**src/rtl/crc16_scan_pkg.sv**
```systemverilog
package crc16_scan_pkg;
  localparam int BYTE_W = 8;
  localparam int WORD_W = 2 * BYTE_W;
  localparam logic [WORD_W-1:0] CRC_SEED = 16'hFFFF;
endpackage

```
**src/rtl/crc_addr_gen.sv**
```systemverilog
module crc_addr_gen #(
  parameter int AW = 16,
  parameter int CW = 16
) (
  input  logic          clk_i,
  input  logic          rst_ni,
  input  logic          load_i,
  input  logic [AW-1:0] base_i,
  input  logic [CW-1:0] count_i,
  output logic          rd_en_o,
  output logic [AW-1:0] rd_addr_o,
  output logic          beat_valid_o,
  output logic          beat_last_o
);
  logic [AW-1:0] addr_q;
  logic [CW-1:0] rem_q;
  logic          valid_q, last_q;

  assign rd_en_o      = (rem_q != '0);
  assign rd_addr_o    = addr_q;
  assign beat_valid_o = valid_q;
  assign beat_last_o  = last_q;

  always_ff @(posedge clk_i or negedge rst_ni) begin
    if (!rst_ni) begin
      addr_q  <= '0;
      rem_q   <= '0;
      valid_q <= 1'b0;
      last_q  <= 1'b0;
    end else begin
      if (load_i) begin
        addr_q <= base_i;
        rem_q  <= count_i;
      end else if (rd_en_o) begin
        addr_q <= addr_q + AW'(1);
        rem_q  <= rem_q - CW'(1);
      end
      // data returns one cycle after the request
      valid_q <= rd_en_o;
      last_q  <= rd_en_o && (rem_q == CW'(1));
    end
  end
endmodule

```
**src/rtl/crc_byte_pair.sv**
```systemverilog
module crc_byte_pair
  import crc16_scan_pkg::*;
(
  input  logic              clk_i,
  input  logic              rst_ni,
  input  logic              clear_i,
  input  logic              beat_valid_i,
  input  logic              beat_last_i,
  input  logic [BYTE_W-1:0] byte_i,
  output logic              word_valid_o,
  output logic [WORD_W-1:0] word_o
);
  logic              phase_q;
  logic [BYTE_W-1:0] hi_q;

  always_comb begin
    word_valid_o = 1'b0;
    word_o       = '0;
    if (beat_valid_i) begin
      if (phase_q) begin
        word_valid_o = 1'b1;
        word_o       = {hi_q, byte_i};
      end else if (beat_last_i) begin
        // odd tail: pad low half with zeros
        word_valid_o = 1'b1;
        word_o       = {byte_i, {BYTE_W{1'b0}}};
      end
    end
  end

  always_ff @(posedge clk_i or negedge rst_ni) begin
    if (!rst_ni) begin
      phase_q <= 1'b0;
      hi_q    <= '0;
    end else if (clear_i) begin
      phase_q <= 1'b0;
    end else if (beat_valid_i) begin
      phase_q <= ~phase_q;
      if (!phase_q) hi_q <= byte_i;
    end
  end
endmodule

```
**src/rtl/crc_nib_update.sv**
```systemverilog
module crc_nib_update
  import crc16_scan_pkg::*;
(
  input  logic [WORD_W-1:0] crc_i,
  input  logic [WORD_W-1:0] word_i,
  output logic [WORD_W-1:0] crc_o
);
  logic [WORD_W-1:0] mix;
  logic [3:0]        lo_nib, hi_nib;

  assign mix    = crc_i ^ word_i;
  assign lo_nib = mix[3:0];
  assign hi_nib = mix[7:4] ^ lo_nib;

  assign crc_o = {8'h00, mix[15:8]}
               ^ {5'b0, lo_nib, 3'b0} ^ {lo_nib, 8'b0}
               ^ {12'b0, hi_nib} ^ {1'b0, hi_nib, 7'b0} ^ {hi_nib, 12'b0};
endmodule

```
**src/rtl/crc16_scan.sv**
```systemverilog
module crc16_scan
  import crc16_scan_pkg::*;
#(
  parameter int AW = 16,
  parameter int CW = 16
) (
  input  logic              clk_i,
  input  logic              rst_ni,
  input  logic              start_i,
  input  logic [AW-1:0]     base_addr_i,
  input  logic [CW-1:0]     byte_cnt_i,
  output logic              rd_en_o,
  output logic [AW-1:0]     rd_addr_o,
  input  logic [BYTE_W-1:0] rd_data_i,
  output logic              busy_o,
  output logic              done_o,
  output logic [WORD_W-1:0] crc_o
);
  logic              busy_q, done_q;
  logic [WORD_W-1:0] crc_q, crc_nxt;
  logic              accept, beat_valid, beat_last, word_valid;
  logic [WORD_W-1:0] word;

  assign accept = start_i && !busy_q;

  crc_addr_gen #(.AW(AW), .CW(CW)) u_addr (
    .clk_i       (clk_i),
    .rst_ni      (rst_ni),
    .load_i      (accept),
    .base_i      (base_addr_i),
    .count_i     (byte_cnt_i),
    .rd_en_o     (rd_en_o),
    .rd_addr_o   (rd_addr_o),
    .beat_valid_o(beat_valid),
    .beat_last_o (beat_last)
  );

  crc_byte_pair u_pair (
    .clk_i       (clk_i),
    .rst_ni      (rst_ni),
    .clear_i     (accept),
    .beat_valid_i(beat_valid),
    .beat_last_i (beat_last),
    .byte_i      (rd_data_i),
    .word_valid_o(word_valid),
    .word_o      (word)
  );

  crc_nib_update u_upd (
    .crc_i (crc_q),
    .word_i(word),
    .crc_o (crc_nxt)
  );

  always_ff @(posedge clk_i or negedge rst_ni) begin
    if (!rst_ni) begin
      busy_q <= 1'b0;
      done_q <= 1'b0;
      crc_q  <= CRC_SEED;
    end else begin
      done_q <= (accept && byte_cnt_i == '0) || (beat_valid && beat_last);
      if (accept) begin
        busy_q <= (byte_cnt_i != '0);
        crc_q  <= CRC_SEED;
      end else begin
        if (beat_valid && beat_last) busy_q <= 1'b0;
        if (word_valid) crc_q <= crc_nxt;
      end
    end
  end

  assign busy_o = busy_q;
  assign done_o = done_q;
  assign crc_o  = crc_q;
endmodule

```
**config.mk**
```make
export PLATFORM = sky130hd
export DESIGN_NAME = crc16_scan
export DESIGN_NICKNAME = d
export VERILOG_FILES = /design/src/rtl/crc16_scan_pkg.sv /design/src/rtl/crc_addr_gen.sv /design/src/rtl/crc_byte_pair.sv /design/src/rtl/crc_nib_update.sv /design/src/rtl/crc16_scan.sv
export SDC_FILE = /design/constraint.sdc
export NUM_CORES = 1
export LEC_CHECK = 0
export ABC_AREA = 0
export BUFFER_PORTS_ARGS = -buffer_cell sky130_fd_sc_hd__buf_4
export CORE_UTILIZATION = 55
export CTS_CLUSTER_SIZE = 20
export DETAILED_ROUTE_END_ITERATION = 6
export PLACE_DENSITY = 0.93
export SYNTH_ARGS = -nofsm -noshare
export SYNTH_HDL_FRONTEND = slang
export SYNTH_SLANG_ARGS = --single-unit
```
**constraint.sdc**
```tcl
create_clock -name clk_i -period 2.6 [get_ports clk_i]
set_input_delay 0 -clock clk_i [delete_from_list [all_inputs] [get_ports clk_i]]
set_output_delay 0 -clock clk_i [all_outputs]
set_load 0.01 [all_outputs]
```
Yosys cells after proc, flatten, opt, wreduce, memory -nomap -nowiden
Index checks and enable logic that the tools add are counted.
Cells by class
  eq/ne operators: 1
  reductions and logical operators: 14
  $add $sub $neg: 2
  mux-type cells: 16
  bitwise operators: 9
Operators with widths (count)
  2-to-1 mux 16 bit: 9
  nonzero test 16 bit: 2
  XOR 16 bit: 2
  adder 16 x 1 -> 16 bit, second input constant: 1
  equality test 16 x 1 -> 1 bit, second input constant: 1
  logical NOT 16 bit: 1
  subtractor 16 x 1 -> 16 bit, second input constant: 1
  XOR 16 x 11 -> 16 bit: 1
  XOR 16 x 12 -> 16 bit: 1
  XOR 16 x 4 -> 16 bit: 1
  nonzero test 2 bit: 4
  XOR 8 x 7 -> 8 bit: 1
  2-to-1 mux 1 bit: 7
  logical AND 1 bit: 4
  XOR 4 bit: 1
  AND reduction 3 bit: 1
  inverter 1 bit: 2
  logical NOT 1 bit: 1
  logical OR 1 bit: 1
Storage, ports and cells
  bits of input ports: 43
  logic and storage cells: 51
  output and inout port bits: 35
  register bits after elaboration: 61

Depth between registers and ports, before layout
Gate-level depths: netlist of run 1.
  word-level depth: 11
  depth in mapped cells: 9
  gate-level depth less buffers: 8

Cells and area by module
A second synthesis of run 1 with hierarchy kept.
Unflattened totals
  cell total of the unflattened synthesis: 367
  area total of the unflattened synthesis: 3724.8 sq um
Modules (own cells, without submodules)
  crc_addr_gen: area an instance 2001.9 sq um, cells an instance 212, times used 1
  crc16_scan: area an instance 803.3 sq um, cells an instance 64, times used 1
  crc_byte_pair: area an instance 579.3 sq um, cells an instance 59, times used 1
  crc_nib_update: area an instance 340.3 sq um, cells an instance 32, times used 1

Worst setup path after synthesis of run 1
No wires, ideal clock.
  path kind: register to register
  start: register u_addr.rem_q[0]
  end: register u_addr.addr_q[0] (netlist: u_addr.rd_addr_o[0])
  library setup time: 138 ps
  buffers on the path: 1
  cell stages (with the launch flop): 10
  arrival time: 2017 ps
  slack: 445 ps
  period minus slack after synthesis: 2155 ps
  cell sequence: dfrtp_1 > inv_1 > ha_1 > or3b_2 > nor4_4 > and2_4 > buf_8 > inv_1 > xnor2_1 > a21oi_1
Between the ends
  cells in the longest elaborated chain, start to end: 2
RTL lines
  from (decl): RTL line crc_addr_gen.sv:16  | logic [CW-1:0] rem_q;
  from (signal assigned): RTL line crc_addr_gen.sv:33  | rem_q <= count_i;
  from (signal assigned): RTL line crc_addr_gen.sv:36  | rem_q <= rem_q - CW'(1);
  nonzero test 16 bit: RTL line crc_addr_gen.sv:19  | assign rd_en_o = (rem_q != '0);
  named net rd_en_o: RTL line crc16_scan.sv:12  | output logic rd_en_o,
  nonzero test 2 bit (no source line)
  to (signal assigned): RTL line crc_addr_gen.sv:32  | addr_q <= base_i;
  to (signal assigned): RTL line crc_addr_gen.sv:35  | addr_q <= addr_q + AW'(1);
  to (decl): RTL line crc_addr_gen.sv:15  | logic [AW-1:0] addr_q;
The timed path passes the listed nets, and every way through them passes these cells.
A chain may end at the register's enable or synchronous reset.

Worst setup path in the final report of run 1
  start: register u_addr.rem_q[0]
  end: output port rd_en_o
Between the ends
  cells in the longest elaborated chain, start to end: 1
RTL lines (RTL line)
  nonzero test 16 bit: crc_addr_gen.sv:19
  to (decl): crc16_scan.sv:12
Every way passes these cells.

==> flow_summary_export.csv, run 1 <==
group,metric,value,unit
power_and_ir_drop,vdd_drop_max,0.0008044,V
routing,drt_iter0_drc,303,
routing,wl_per_cell,18.32,µm
place,place_area,4215,µm²
final_layout,nets,539,
routing,drc,0,
floorplan,start_util,56.67,%
final_layout,stdcell_area,4837,µm²
status,status,"completed",
grt,use_met2,48.88,%
final_layout,antenna_cells,0,
setup_path,path_cells,"inv_1 -> ha_1 -> or3b_4 -> nor4_4 -> and2_4 -> inv_1 -> buf_4",
clock_network,clk_path_buf_depth,2,
logic_synthesis,synthFlopType,"dfrtp_1",
place,place_congestion,0.8937,
setup_path,rrSetupSlack,0.33,ns
flow_run,cap_violations,0,
logic_synthesis,synth_largest_area_cell,"dfrtp_1",
clock_network,clockRootBuffer,"clkbuf_8",
final_layout,multiInputGateArea,1933,µm²
setup_path,crit_buf_inv,3,
logic_synthesis,yosys_warnings,0,
floorplan,die_w,82.89,µm
logic_synthesis,yosysTopAreaCellShare,31.29,%
floorplan,fp.dieH,82.89,µm
sta,slew_headroom,49.15,%
sta,slew_violations,0,
grt,gr-max-usage-layer,"met2",
setup_path,slowest_stage,"or3b_4",
logic_synthesis,ys_seq_area_share,42.98,%
grt,grt_pass1_wl,16780,µm
grt,grt_overflow_total,0,
sta,setup-violations-final,0,
floorplan,core,6350,µm²
grt,grt_use_total,30.90,%
clock_network,cts_made_buffers,9,
final_layout,seqCellArea,1546,µm²
logic_synthesis,ys_ff_latch,61,
logic_synthesis,syn-cell-area,3598,µm²
clock_network,cts_htree_levels,3,
sta,finalHoldViolations,0,
sta,min_period,2.364,ns
worst_hold_path,hp-class,"input port to async pin",
sta,rsz0062_at_grt,"no",
setup_path,r2r_cells,8,
final_layout,fin_cells,575,
clock_network,cts_tree,"built",
power_and_ir_drop,p_total,5.477,mW
sta,clock-skew-final,0.008573,ns
setup_path,path_depth,7,
power_and_ir_drop,total_leakage_power,1.963,nW
floorplan,rows,29,
clock_network,path_clk_slew,0.07,ns
final_layout,final_cell_mix,"buf_4, nand2_1, dfrtp_1",
grt,grt_antenna_before_repair,0,
power_and_ir_drop,p_per_area,1132,nW/µm²
sta,whs,0.2815,ns
setup_path,cp-end-kind,"output port",
setup_path,r2r_end,"u_addr.rd_addr_o[10]",
routing,via_per_inst,6.247,
final_layout,drive_above_1_share,26.71,%
setup_path,max_stage_delay,0.49,ns
logic_synthesis,post_synth.cell_area_avg,9.495,µm²
grt,met1_usage,38.86,%
floorplan,dieArea,6870,µm²
clock_network,insertion_delay,0.34,ns
grt,grt_start_max_net_pins,62,
routing,ant_nets,0,
logic_synthesis,synth_enable_flop_cells,0,
sta,setup_tns,0,ns
final_layout,synthToLayoutAreaGrowth,34.42,%
sta,max_freq,423.0,MHz
sta,period_share,90.94,%
setup_path,critPathArrivalTime,2.36,ns
setup_path,r2r-start,"u_addr.rem_q[0]",
logic_synthesis,synthArstFlopShare,100.0,%
logic_synthesis,ys_types,51,
logic_synthesis,ys_top_cells_by_area,"dfrtp_1, dfstp_2, xnor2_1",
setup_path,worst-endpoint-required,2.60,ns
routing,wl,10540,µm
floorplan,boundaryPins,78,
setup_path,crit_family,"simple AND/OR/NAND/NOR gates",
logic_synthesis,syn_inst,379,
grt,use_met3,6.064,%
routing,dr_total_vias,3592,
setup_path,worst_setup_path_start_kind,"flip-flop",
clock_network,clock_sinks,61,
setup_path,worstPathMaxFanout,11,
logic_synthesis,synth_nets,425,
final_layout,layout_commonest_cell,"buf_4",
final_layout,n_fill_cell,368,
clock_network,cts_post_setup_buffers_inserted,0,
routing,drt_pre_antenna_iters,5,
setup_path,critPathKind,"flip-flop to output port",
place,port-buffer-count,77,
place,hpwl,6323,µm
place,dp.cells,517,
setup_path,crit_top_cell,"inv_1",
grt,grt_pass1_vias,3537,
sta,worst_pin_slew,0.7628,ns
==> final cells by class <==
cell class | instances | area share, %
Multi-Input combinational cell | 291 | 39.96
Sequential cell | 61 | 31.97
Timing Repair Buffer | 125 | 21.52
Tap cell | 77 | 1.992
Clock buffer | 16 | 4.165
Inverter | 5 | 0.3880
==> power by group <==
part | internal, mW | switching [mW] | leakage [nW]
Clock | 0.485 | 0.370 | 0.102
Sequential | 1.48 | 0.517 | 0.692
Combinational | 1.34 | 1.28 | 1.17
==> stage by stage <==
| step | setup WS, ns | util [%] |
|---|---|---|
| finish | 0.2357 | 76.18 |
| CTS | 0.1405 | 76.02 |
| detailed placement | 0.3132 | 66.38 |
| global route | 0.09989 | 76.18 |
| global placement | 0.4025 | 66.38 |
| floorplan | 0.4450 | - |
==> synth_stat cells, types with 2 or more instances <==
cell type / n
a211oi_1: 3
a21boi_0: 7
a21oi_1: 9
a31oi_1: 9
and2_1: 2
and3_1: 3
clkbuf_1: 20
dfrtp_1: 45
dfstp_2: 16
ha_1: 3
inv_1: 5
mux2_2: 9
mux2i_1: 3
nand2_1: 49
nand2b_1: 2
nand3_1: 9
nand3b_1: 9
nand4_1: 7
nor2_1: 24
nor2b_1: 2
nor3_1: 5
nor4_1: 6
o2111ai_1: 2
o211ai_1: 16
o21a_1: 3
o21ai_0: 18
o21ai_1: 4
o31ai_1: 6
or3_1: 8
or4_1: 3
xnor2_1: 38
xor2_1: 15
==> worst max path at each step <==
| stage | start | endpoint | slack (ns) |
|---|---|---|---|
| floorplan | u_addr.rem_q[0] | u_addr.rd_addr_o[0] | 0.44 |
| detailed placement | u_addr.rem_q[0] | u_addr.rd_addr_o[0] | 0.31 |
| CTS | u_addr.rem_q[0] | rd_en_o | 0.14 |
| global route | u_addr.rem_q[0] | rd_en_o | 0.1 |
| finish | u_addr.rem_q[0] | rd_en_o | 0.24 |
| global placement | u_addr.rem_q[0] | u_addr.rem_q[1] | 0.40 |
==> flip-flops by register name, indices dropped and copies added, names as in the netlist <==
| name | flops |
|---|---|
| u_addr.beat_valid_o | 1 |
| busy_o | 1 |
| u_addr.rd_addr_o | 16 |
| crc_o | 16 |
| u_addr.rem_q | 16 |
| done_o | 1 |
| u_addr.beat_last_o | 1 |
| u_pair.hi_q | 8 |
| u_pair.phase_q | 1 |
==> cells by family after synthesis <==
group                    after synthesis  share of synthesized area (%)
AND/OR/NAND/NOR                      138                          19.85
AO/OA/AOI/OAI                         83                          15.23
flip-flops                            61                          42.98
XOR/XNOR                              54                          13.53
buffers and inverters                 28                          3.720
multiplexers                          12                          3.651
adder cells (fa/ha/maj)                3                          1.043
==> metal layers <==
metal | vias up | routed length (µm)
li1 | 1574 | -
met1 | 1703 | 4090
met3 | 59 | 830
met2 | 256 | 5097
met5 | - | 0
met4 | 0 | 516
==> what timing repair did <==
action,4_1_cts,5_1_grt
hold buffers,41,0
gates resized for setup,0,1
endpoints found under the hold margin,85,0
setup endpoints to repair,0,1
Power figures use the tool's default switching activity.
==> run 2, diff against run 1 <==
- CORE_UTILIZATION: 55 -> 57
- CTS_BUF_LIST: not set -> sky130_fd_sc_hd__clkbuf_8
- PLACE_DENSITY: 0.93 -> 0.95
- RECOVER_POWER: not set -> 100
==> run 2 against run 1 <==
Net effect: maximum frequency decreased by 6.3%; die area decreased by 3.4%; the flow now finishes with violations (max-capacitance violations, max-slew violations); via count increased by 1.0%; combinational power decreased by 3%; wire length increased by 6.4%; cell count decreased by 0.35%; largest cell class unchanged; sequential share of layout area increased by 0.33 points; clock skew increased by 0.0022 ns; sequential power about the same.
==> flow_summary_export.csv, run 2 (same netlist as run 1, synthesis figures left out) <==
group,metric,value,unit
routing,wl_per_cell,19.57,µm
worst_hold_path,whs_endpoint,"u_pair.hi_q[5]",
grt,grt_pass1_wl,17500,µm
setup_path,rrSetupSlack,0.08,ns
final_layout,n_fill_cell,347,
setup_path,critPathKind,"flip-flop to flip-flop",
routing,via_per_inst,6.333,
setup_path,r2r-start,"u_addr.rem_q[0]",
final_layout,drive_above_1_share,19.48,%
clock_network,clockRootBuffer,"clkbuf_8",
sta,slew_headroom,-4.486,%
clock_network,cts_post_setup_buffers_inserted,0,
grt,grt_pass1_vias,3603,
place,place_congestion,0.8842,
setup_path,worst-endpoint-required,2.89,ns
grt,grt_use_total,35.87,%
flow_run,cap_violations,2,
sta,fin_ws,0.07583,ns
sta,min_period,2.524,ns
clock_network,cts_htree_levels,3,
final_layout,layout_commonest_cell,"buf_4",
worst_hold_path,hp-class,"input port to flip-flop",
sta,setup-violations-final,0,
final_layout,seqCellArea,1546,µm²
floorplan,dieArea,6635,µm²
sta,max_freq,396.2,MHz
routing,dr_total_vias,3629,
setup_path,r2r_cells,8,
place,place_area,4213,µm²
place,hpwl,6292,µm
floorplan,start_util,60.07,%
setup_path,critPathArrivalTime,2.81,ns
setup_path,worst_setup_path_start_kind,"flip-flop",
clock_network,path_clk_slew,0.07,ns
floorplan,fp.dieH,81.46,µm
clock_network,cts_made_buffers,9,
status,status,"complete, but fails checks",
clock_network,insertion_delay,0.35,ns
sta,clock-skew-final,0.01081,ns
routing,drc,0,
worst_hold_path,min_from,"start_i",
place,dp_slack,0.2721,ns
sta,rsz0062_at_grt,"no",
sta,setup_tns,0,ns
final_layout,fin_util,79.91,%
final_layout,antenna_cells,0,
place,dp.cells,515,
final_layout,multiInputGateArea,1929,µm²
floorplan,die_w,81.46,µm
place,port-buffer-count,77,
clock_network,clk_path_buf_depth,2,
final_layout,fin_cells,573,
grt,grt_start_max_net_pins,62,
floorplan,rows,28,
setup_path,r2r_end,"u_addr.rem_q[14]",
routing,drt_iter0_drc,372,
grt,grt_overflow_total,0,
final_layout,nets,539,
sta,slew_violations,99,
routing,wl,11210,µm
clock_network,cts_tree,"built",
power_and_ir_drop,p_per_area,1169,nW/µm²
final_layout,stdcell_area,4787,µm²
routing,drt_pre_antenna_iters,4,
floorplan,core,5991,µm²
final_layout,synthToLayoutAreaGrowth,33.03,%
final_layout,final_cell_mix,"buf_4, nand2_1, dfrtp_1",
sta,period_share,97.08,%
setup_path,cp-end-kind,"flip-flop",
clock_network,clock_sinks,61,
floorplan,boundaryPins,78,
worst_hold_path,min_path_cells,4,
sta,worst_pin_slew,1.567,ns
power_and_ir_drop,total_leakage_power,1.904,nW
sta,finalHoldViolations,0,
grt,grt_antenna_before_repair,0,
routing,ant_nets,0,
power_and_ir_drop,vdd_drop_max,0.0006910,V
clock_network,cts.repair.resized,0,
status,violations,"max-capacitance violations, max-slew violations",
setup_path,worstPathMaxFanout,11,
==> run 2: cell count changes in the layout (fill, tap and decap cells not counted), moves of 3 or more <==
cell and change:
buf_4 -23, bufinv_16 +3, clkbuf_1 +17, clkbuf_2 +3
dfstp_1 +16, dfstp_2 -16
==> run 2: power breakdown <==
part	total (mW)	switching, mW	internal (mW)
combinational	2.56	1.31	1.24
clock	1.05	0.395	0.655
sequential	1.99	0.549	1.44
total	5.60	2.26	3.34
==> run 2: repair_timing <==
item | CTS | global route
hold buffers | 41 | 0
hold endpoints to repair | 85 | 0
setup endpoints to repair | 0 | 1
==> run 2: how the worst max path moves through the flow <==
stage,start,to,slack (ns),depth (start not counted)
floorplan,u_addr.rem_q[0],u_addr.rd_addr_o[0],0.44,9
CTS,u_addr.rem_q[0],rd_en_o,0.13,7
global placement,u_addr.rem_q[0],u_addr.rd_addr_o[0],0.40,8
finish,u_addr.rem_q[0],u_addr.rem_q[14],0.08,8
global route,u_addr.rem_q[0],rd_en_o,0.03,7
detailed placement,u_addr.rem_q[0],u_addr.rd_addr_o[0],0.27,8
==> run 2: layout make-up <==
cell class	instances	area share [%]
tap	75	1.960
clock inverter	6	2.143
multi-input combinational	291	40.30
timing repair buffer	125	20.02
inverter	5	0.3921
clock buffer	10	2.875
sequential	61	32.31
==> run 2: stage by stage <==
stage / hold slack (ns) / power (mW)
floorplan: -0.2956 / 3.616
CTS: 0.2763 / 5.583
global placement: 0.1106 / 4.309
global route: 0.4091 / 5.888
finish: 0.3656 / 5.596
detailed placement: 0.1247 / 4.475
==> run 2: layer usage <==
layer  vias up  routed length [µm]  global-route usage, %
li1       1569                   -                      -
met1      1718                4203                  43.01
met2       261                5292                  55.75
met3        81                 977                  9.444
met4         0                 737                  25.71
met5         -                   0                      0
==> run 2: critical path: stages, from the launching register on <==
cell	delay, ns
dfrtp_1	0.41
inv_1	0.10
ha_1	0.20
or3b_2	0.60
nor4_4	0.27
buf_4	0.22
nor4bb_1	0.37
o21ai_0	0.15
nand2_1	0.14
